## config.mk

```make
export PLATFORM = sky130hd
export DESIGN_NAME = pollResponder
export DESIGN_NICKNAME = d
export VERILOG_FILES = /design/src/rtl/pollPkg.sv /design/src/rtl/pollCtl.sv /design/src/rtl/pollData.sv /design/src/rtl/pollResponder.sv
export SDC_FILE = /design/constraint.sdc
export NUM_CORES = 1
export LEC_CHECK = 0
export BUFFER_PORTS_ARGS = -buffer_cell sky130_fd_sc_hd__buf_2
export CORE_MARGIN = 2
export CORE_UTILIZATION = 33
export DETAILED_ROUTE_END_ITERATION = 8
export PLACE_DENSITY = 0.77
export SYNTH_ARGS = -nofsm -noshare
export SYNTH_HDL_FRONTEND = slang
export SYNTH_SLANG_ARGS = --single-unit
```

## constraint.sdc

```tcl
create_clock -name clk -period 0.9 [get_ports clk]
set_input_delay 0.135 -clock clk [delete_from_list [all_inputs] [get_ports clk]]
set_output_delay 0.135 -clock clk [all_outputs]
set_load 0.05 [all_outputs]
```

## src/rtl/pollPkg.sv

```systemverilog
package pollPkg;
  // Strobes handed from the control side to the datapath.
  typedef struct packed {
    logic readEn;      // read condition present this cycle
    logic showStatus;  // an operation is running: substitute status
    logic progOp;      // running operation is a byte program
    logic togBit;      // current toggle state
  } pollCtl_t;
endpackage

```

## src/rtl/pollCtl.sv

```systemverilog
module pollCtl
  import pollPkg::*;
(
  input  logic     clk,
  input  logic     rstN,
  input  logic     ceN,
  input  logic     oeN,
  input  logic     weN,
  input  logic     pinRstN,
  input  logic     busy,
  input  logic     progOp,
  output pollCtl_t ctl
);
  logic readEn;
  logic readPrev;
  logic readEnd;
  logic togQ;

  assign readEn  = !ceN && !oeN && weN && pinRstN;
  // A read is counted when it ends, so the value seen during it is stable.
  assign readEnd = readPrev && !readEn;

  always_ff @(posedge clk or negedge rstN) begin
    if (!rstN) begin
      readPrev <= 1'b0;
      togQ     <= 1'b0;
    end else begin
      readPrev <= readEn;
      if (!busy)        togQ <= 1'b0;
      else if (readEnd) togQ <= !togQ;
    end
  end

  always_comb begin
    ctl.readEn     = readEn;
    ctl.showStatus = busy;
    ctl.progOp     = progOp;
    ctl.togBit     = togQ;
  end
endmodule

```

## src/rtl/pollData.sv

```systemverilog
module pollData
  import pollPkg::*;
#(
  parameter int ADDR_W = 18,
  parameter int DATA_W = 8
) (
  input  logic              clk,
  input  logic              rstN,
  input  pollCtl_t          ctl,
  input  logic [ADDR_W-1:0] rdAddr,
  input  logic [DATA_W-1:0] arrayData,
  input  logic [ADDR_W-1:0] lastAddr,
  input  logic              lastMsb,
  output logic [DATA_W-1:0] dataOut,
  output logic              dataOe
);
  localparam int POLL_BIT = DATA_W - 1;
  localparam int TOG_BIT  = DATA_W - 2;

  logic              addrHit;
  logic [DATA_W-1:0] statusWord;
  logic [DATA_W-1:0] nextWord;

  assign addrHit = (rdAddr == lastAddr);

  for (genvar b = 0; b < DATA_W; b++) begin : g_stat
    if (b == POLL_BIT) begin : g_poll
      assign statusWord[b] = ctl.progOp && addrHit && !lastMsb;
    end else if (b == TOG_BIT) begin : g_tog
      assign statusWord[b] = ctl.togBit;
    end else begin : g_zero
      assign statusWord[b] = 1'b0;
    end
  end

  always_comb begin
    if (!ctl.readEn)         nextWord = '0;
    else if (ctl.showStatus) nextWord = statusWord;
    else                     nextWord = arrayData;
  end

  always_ff @(posedge clk or negedge rstN) begin
    if (!rstN) begin
      dataOut <= '0;
      dataOe  <= 1'b0;
    end else begin
      dataOut <= nextWord;
      dataOe  <= ctl.readEn;
    end
  end
endmodule

```

## src/rtl/pollResponder.sv

```systemverilog
module pollResponder
  import pollPkg::*;
#(
  parameter int ADDR_W = 18,
  parameter int DATA_W = 8
) (
  input  logic              clk,
  input  logic              rstN,
  input  logic              ceN,
  input  logic              oeN,
  input  logic              weN,
  input  logic              pinRstN,
  input  logic              busy,
  input  logic              progOp,
  input  logic [ADDR_W-1:0] rdAddr,
  input  logic [DATA_W-1:0] arrayData,
  input  logic [ADDR_W-1:0] lastAddr,
  input  logic              lastMsb,
  output logic [DATA_W-1:0] dataOut,
  output logic              dataOe
);
  pollCtl_t ctl;

  pollCtl ctl_i (
    .clk(clk), .rstN(rstN), .ceN(ceN), .oeN(oeN), .weN(weN),
    .pinRstN(pinRstN), .busy(busy), .progOp(progOp), .ctl(ctl)
  );

  pollData #(.ADDR_W(ADDR_W), .DATA_W(DATA_W)) data_i (
    .clk(clk), .rstN(rstN), .ctl(ctl), .rdAddr(rdAddr),
    .arrayData(arrayData), .lastAddr(lastAddr), .lastMsb(lastMsb),
    .dataOut(dataOut), .dataOe(dataOe)
  );
endmodule

```

After elaboration in Yosys (flattened, before gate mapping)
Cells that the tools add are included.
{ "op_classes": {"muxes": 4, "n_eq_ne": 2, "n_reduce_logical": 11} }
{ "ops": {"columns": ["op", "n"], "rows": [
  ["$eq A18 B18 Y1", 1],
  ["$mux W8", 2],
  ["$logic_and A1 B1 Y1", 6],
  ["$logic_not A1 Y1", 5],
  ["$mux W1", 2],
  ["$ne A2 B1 Y1 const B", 1]
]} }
{ "totals": {"word_cells": 20, "in_bits": 53, "output_inout_bits": 9, "register_bits": 10} }

Depth between registers and ports, before layout
Gate-level depths: netlist of the first run.
{ "depth": {"ltp_word": 8, "ltp_mapped": 4, "mapped_depth_nobuf": 4} }

Hierarchy
A second synthesis of the first run with hierarchy kept.
{ "hier_totals": {"cells_unflattened": 55, "hier_area_um2": 624.3} }
{ "by_module_without_submodules": {"columns": ["mod", "area_each_um2", "cells_each", "seq_area_each_um2", "instances"], "rows": [
  ["pollData", 505.5, 44, 225.2, 1],
  ["pollCtl", 118.9, 11, 50.0, 1]
]} }

Worst setup path before layout of the first run
No wires, ideal clock.
{ "synth_path": {"kind": "reg2reg", "startpoint": "register data_i.dataOe (netlist name)", "endpoint": "register ctl_i.togQ", "required_time_ns": 0.781, "path_stages_with_launch": 4, "setup_slack_ns": -0.214, "path_buffers": 0, "setup_time_ns": 0.119, "t_arrival_ns": 0.995, "path_cell_list": "dfrtp_1 > nand2_1 > xnor2_1 > and2_1"} }
{ "synth_rtl": {"columns": ["item", "line", "source"], "rows": [
  ["end signal, assigned", "pollCtl.sv:30", "else if (readEnd) togQ <= !togQ;"],
  ["end, declared", "pollCtl.sv:17", "logic togQ;"]
]} }

Worst setup path in the final report of the first run
{ "layout_path": {"startpoint": "register data_i.dataOe", "endpoint": "output port dataOe"} }
{ "layout_rtl": {"columns": ["item", "line", "source"], "rows": [
  ["start, declared", "pollData.sv:15", "output logic dataOe"],
  ["start signal, assigned", "pollData.sv:48", "dataOe <= ctl.readEn;"],
  ["end, declared", "pollResponder.sv:20", "output logic dataOe"]
]} }
No word-level cell between the ends.

==> results.toml, run 1 <==
[synthesis]
syn_avg_cell_area_sq_um = 11.02
synthDistinctLibCells = 15
muxShareOfSynthArea = 0.01747
synthAdderAreaFrac = 0
syn_area_sq_um = 573.1
synthSimpleGateAreaFrac = 0.2402
synth_compound_area_frac = 0.008734
synth_xor_area_frac = 0.2904
synth_top_family_by_area = "XOR/XNOR gates"
ys_seq_area_frac = 0.4367
synthCells = 52
ys_seq_elements = 10
ys_warn_count = 0
syn-num-nets = 105

[grt]
antenna_found_initial = 0
grt_pass1_vias = 616
grt.total_usage = 0.1508
grt_overflow_total = 0
grt_pass1_wl_um = 2283
grt_max_degree = 11

[detailed_routing]
drt-total-wl_um = 1499
drcViolationCount = 0
routed-via-count = 616
ant_nets = 0
dr.pass1.iters = 4
dr.first_iter.drc_count = 5
wl_per_cell_um = 10.94
routed_via_density = 4.496

[run_status]
status = "complete, but fails checks"
violations = "setup timing"

[timing]
setup_viol = 9
fin_worst_skew_ns = 0.003345
final-hold-violation-count = 0
max_freq_ghz = 1.062
worst_pin_slew_ns = 0.2489
slew_headroom = 0.8326
period_share = 1.046
setup-tns-final_ns = -0.1409
drv_slew = 0
post-route-min-period_ns = 0.9414
postLayoutSetupSlackWorst_ns = -0.04143
rsz0062_at_grt = "yes"

[die]
rows = 15
dieWidth_um = 45.67
io_pins = 62
start_util = 0.3431
die_area_sq_um = 2086
core_area_sq_um = 1670
die_h_um = 45.67

[clock_network]
cts_sinks = 10
numCtsBuffers = 3
cts_root_buf = "clkbuf_4"
cts_tree = "done"
cts_max_level = 1
cts_buffer_depth = 2
clock_latency_ns = 0.25
clk_pin_slew_ns = 0.06

[critical_path]
crit_buf_inv = 1
crit_arrival_ns = 0.81
crit_type = "register to primary output"
required_ns = 0.76
critPathCaptureType = "primary output"
cp_slowest_cell = "dfrtp_2"
crit_fanout = 2
r2r-start = "data_i.dataOe$_DFF_PN0_"
path_delay_family = "flip-flops"
cp_slowest_stage_delay_ns = 0.41
path_cells = "buf_6"
cp-startpoint = "data_i.dataOe$_DFF_PN0_"
cp-start-kind = "register"

[place]
port_buffers = 61
placed_cell_area_sq_um = 915.9
pre_cts_ws_ns = -0.1699
post-place-cells = 132
place_congestion = 0.7114
dp_hpwl_um = 1296

[hold_path]
min_path_type = "input pin to register"
hold_start = "arrayData[2]"

[cells_and_area]
layout_commonest_cell = "buf_2"
mostFrequentLayoutCells = "buf_2 (52), xor2_1 (16), dfrtp_1 (9), buf_6 (9), and2_1 (7)"
seq_area_sq_um = 251.5
area_growth_pct = 77.73
fill_cells = 143
diodes = 0
finalNonFillerCells = 137
fin_nets = 174
final_layout_size_suffix_gt1_frac = 0.5833
final_cell_area_sq_um = 1018
multi_input_area_sq_um = 319.1

[pwr]
p_leak_nw = 0.5589
totalPowerFinal_mw = 1.091
powerDensity_nw_per_um2 = 1071
vdd_drop_max_mv = 0.5308

[run]
max_cap_violations = 0
==> cells in the mapped netlist (all sizes together) <==
| library cell | n | share of area |
|---|---|---|
| xor2 | 16 | 0.24 |
| dfrtp | 10 | 0.44 |
| and2 | 7 | 0.076 |
| nor4 | 4 | 0.055 |
| nand2 | 3 | 0.020 |
| xnor2 | 3 | 0.046 |
| nor2 | 2 | 0.013 |
| inv | 1 | 0.0065 |
| mux2i | 1 | 0.017 |
| nand3 | 1 | 0.0087 |
| nand4 | 1 | 0.011 |
| nand4bb | 1 | 0.048 |
| nor3 | 1 | 0.0087 |
| o21ai | 1 | 0.0087 |
==> stage by stage <==
step,utilization,hold WS (ns)
2_1_floorplan,-,-0.1606
3_3_place_gp,0.5483,-0.004781
3_5_place_dp,0.5483,0.00006833
4_1_cts,0.6097,0.07925
5_1_grt,0.6097,0.08414
6_report,0.6097,0.08690
==> registers in the layout, indices dropped and copies added, names as in the netlist <==
signal / count
data_i.dataOut: 8
data_i.dataOe: 1
ctl_i.togQ: 1
==> final cells by class <==
| type | instances | share of cell area |
|---|---|---|
| Clock buffer | 4 | 0.03563 |
| Inverter | 1 | 0.003685 |
| Multi-Input combinational cell | 41 | 0.3133 |
| Sequential cell | 10 | 0.2469 |
| Tap cell | 17 | 0.02088 |
| Timing Repair Buffer | 64 | 0.3796 |
==> timing repair <==
item | CTS | global route
resized for setup | 18 | 0
endpoints found under the setup margin | 9 | 9
pin swaps | 0 | 0
hold buffers | 1 | 0
cloned | 0 | 0
buffers inserted | 0 | 0
endpoints found under the hold margin | 10 | 0
==> final timing paths <==
kind                            slack [ns]  cells past startpoint                           to
worst min register to register        0.56                      2  data_i.dataOut[6]$_DFF_PN0_
worst min-delay path                  0.09                      2  data_i.dataOut[2]$_DFF_PN0_
min in group asynchronous             0.28                      2  data_i.dataOut[6]$_DFF_PN0_
max in group asynchronous             0.42                      2      data_i.dataOe$_DFF_PN0_
worst max-delay path                 -0.04                      1                       dataOe
worst max register to register        0.11                      3       ctl_i.togQ$_DFFE_PN0P_
==> report_power, final <==
| group | internal (mW) | switching [mW] | leakage (nW) | total (mW) |
|---|---|---|---|---|
| combinational | 0.145 | 0.111 | 0.401 | 0.256 |
| sequential | 0.456 | 0.00359 | 0.137 | 0.460 |
| clock | 0.244 | 0.131 | 0.0210 | 0.375 |
==> logic make-up (layout without fill, tap and decap cells) <==
| group | Yosys count | count (layout) |
|---|---|---|
| muxes | 1 | 1 |
| xor gates and xnor gates | 19 | 19 |
| AOI/OAI and AO/OA | 1 | 1 |
| and+or+nand+nor | 20 | 20 |
| buffers and inverters | 1 | 69 |
| DFF | 10 | 10 |
==> per-layer routing <==
metal,track usage,up-vias,wire length [um]
li1,-,307,-
met4,0.05294,0,0
met2,0.3014,29,885
met5,0,-,0
met1,0.1593,280,528
met3,0.01190,0,85
(Power assumes the default switching activity.)
==> inputs of run 2 (changes only) <==
- CELL_PAD_IN_SITES_DETAIL_PLACEMENT: not set -> 2
- CELL_PAD_IN_SITES_GLOBAL_PLACEMENT: not set -> 2
- CORE_UTILIZATION: 33 -> 16
- PLACE_DENSITY: 0.77 -> not set
- PLACE_DENSITY_LB_ADDON: not set -> 0.1
==> run 2 against run 1 <==
The flow still finishes with violations (setup timing); routed wire length grew 19%; sequential power is essentially flat; combinational power is essentially flat; critical path type unchanged.
==> results.toml, run 2 (synthesis results as in run 1) <==
[detailed_routing]
dr.first_iter.drc_count = 8
routed-via-count = 630
drcViolationCount = 0
dr.pass1.iters = 2
routed_via_density = 3.795
drt-total-wl_um = 1777
wl_per_cell_um = 10.70
ant_nets = 0

[critical_path]
path_cells = "buf_6"
required_ns = 0.76
r2r_slack_ns = 0.10
reg2reg_to = "ctl_i.togQ$_DFFE_PN0P_"
crit_arrival_ns = 0.81
crit_buf_inv = 1
cp_slowest_stage_delay_ns = 0.40
r2r-start = "data_i.dataOe$_DFF_PN0_"
crit_fanout = 2
cp_slowest_cell = "dfrtp_2"
r2r_cells = 3
cp-start-kind = "register"
crit_type = "register to primary output"
critPathCaptureType = "primary output"
path_delay_family = "flip-flops"

[timing]
final-hold-violation-count = 0
fin_worst_skew_ns = 0.004351
setup_viol = 9
post-route-min-period_ns = 0.9478
max_freq_ghz = 1.055
setup-tns-final_ns = -0.2582
rsz0062_at_grt = "yes"
slew_headroom = 0.8080
period_share = 1.053
whs_ns = 0.07693
drv_slew = 0
worst_pin_slew_ns = 0.2853
postLayoutSetupSlackWorst_ns = -0.04779

[pwr]
p_leak_nw = 0.5589
p_sw_frac = 0.2391
clock_power_share = 0.358
powerDensity_nw_per_um2 = 1054
internal_power_uw = 845.7
power_switching_uw = 265.7
pwr-share-seq = 0.413
p_comb_frac = 0.229
vdd_drop_max_mv = 0.2686

[grt]
grt_pass1_wl_um = 2787
grt.total_usage = 0.08963
grt_overflow_total = 0
antenna_found_initial = 0
grt_pass1_vias = 678
grt_max_degree = 11

[cells_and_area]
mostFrequentLayoutCells = "buf_2 (52), xor2_1 (16), dfrtp_1 (9), buf_6 (9), and2_1 (7)"
largest-register = "data_i.dataOut"
final_layout_size_suffix_gt1_frac = 0.5833
multi_input_area_sq_um = 319.1
largestRegisters = "data_i.dataOut: 8 flops, ctl_i.togQ: 1 flops, data_i.dataOe: 1 flops"
largest_register_ffs = 8
fin_nets = 174
diodes = 0
fill_cells = 394
layout_commonest_cell = "buf_2"
seq_area_sq_um = 251.5
area_growth_pct = 84.06

[clock_network]
clock_latency_ns = 0.26
cts_root_buf = "clkbuf_4"
cts_buffer_depth = 2
cts_max_level = 1
cts_tree = "done"
numCtsBuffers = 3
cts_sinks = 10
clk_pin_slew_ns = 0.07

[die]
die_h_um = 63.85
die_area_sq_um = 4076
core_area_sq_um = 3390
rows = 21
dieWidth_um = 63.85
start_util = 0.1691
io_pins = 62

[run_status]
violations = "setup timing"
status = "complete, but fails checks"

[hold_path]
holdPathEnd = "data_i.dataOut[0]$_DFF_PN0_"
hold_start = "arrayData[0]"
min_path_type = "input pin to register"
holdPathStages = 2

[place]
port_buffers = 61
dp_hpwl_um = 1610
place_congestion = 0.5845

[run]
max_cap_violations = 0
## run 2: cell counts in the layout (fill, tap and decap cells not counted)
No cell type changed its count.
## run 2: area by class of cell
class	instances	area share
timing repair buffer	64	0.3665
multi-input combinational	41	0.3025
sequential	10	0.2384
tap	46	0.05457
clock buffer	4	0.03440
inverter	1	0.003559
## run 2: worst max path at each step
| stage | cells after the start | end | slack [ns] | startpoint |
|---|---|---|---|---|
| CTS | 1 | dataOe | -0.07 | data_i.dataOe$_DFF_PN0_ |
| global route | 1 | dataOe | -0.08 | data_i.dataOe$_DFF_PN0_ |
| detailed placement | 5 | data_i.dataOut[7]$_DFF_PN0_ | -0.22 | ceN |
| floorplan | 3 | ctl_i.togQ$_DFFE_PN0P_ | -0.06 | data_i.dataOe$_DFF_PN0_ |
| global placement | 5 | data_i.dataOut[7]$_DFF_PN0_ | -0.20 | ceN |
| finish | 1 | dataOe | -0.05 | data_i.dataOe$_DFF_PN0_ |
## run 2: layer usage
metal	track usage	up-vias	wire length (um)
met2	0.1549	34	962
met3	0.02817	2	199
li1	-	309	-
met4	0.05707	0	22
met5	0	-	0
met1	0.09307	285	593
## run 2: per-stage QoR
stage / cells / util / power [mW] / area [sq um] / setup WS, ns
after detailed placement: 161 / 0.2809 / 0.7187 / 952.2 / -0.2212
after CTS: 166 / 0.3112 / 1.147 / 1055 / -0.06706
final: 166 / 0.3112 / 1.111 / 1055 / -0.04779
after floorplan: 52 / - / 0.5624 / 574.3 / -0.05584
after global routing: 166 / 0.3112 / 1.182 / 1055 / -0.08050
after global placement: 161 / 0.2809 / 0.7128 / 952.2 / -0.1989
## run 2: what timing repair did
| item | 4_1_cts | 5_1_grt |
|---|---|---|
| hold endpoints to repair | 10 | 0 |
| gates resized for setup | 18 | 0 |
| hold buffers | 1 | 0 |
| setup endpoints to repair | 9 | 9 |
| setup buffers | 0 | 0 |
## run 2: power groups by stage
| stage | Clock, mW | Sequential, mW | Combinational (mW) |
|---|---|---|---|
| 2_1_floorplan | 0 | 0.484 | 0.0787 |
| 3_3_place_gp | 0 | 0.466 | 0.246 |
| 3_5_place_dp | 0 | 0.467 | 0.252 |
| 4_1_cts | 0.426 | 0.459 | 0.262 |
| 5_1_grt | 0.439 | 0.460 | 0.283 |
| 6_report | 0.398 | 0.459 | 0.254 |
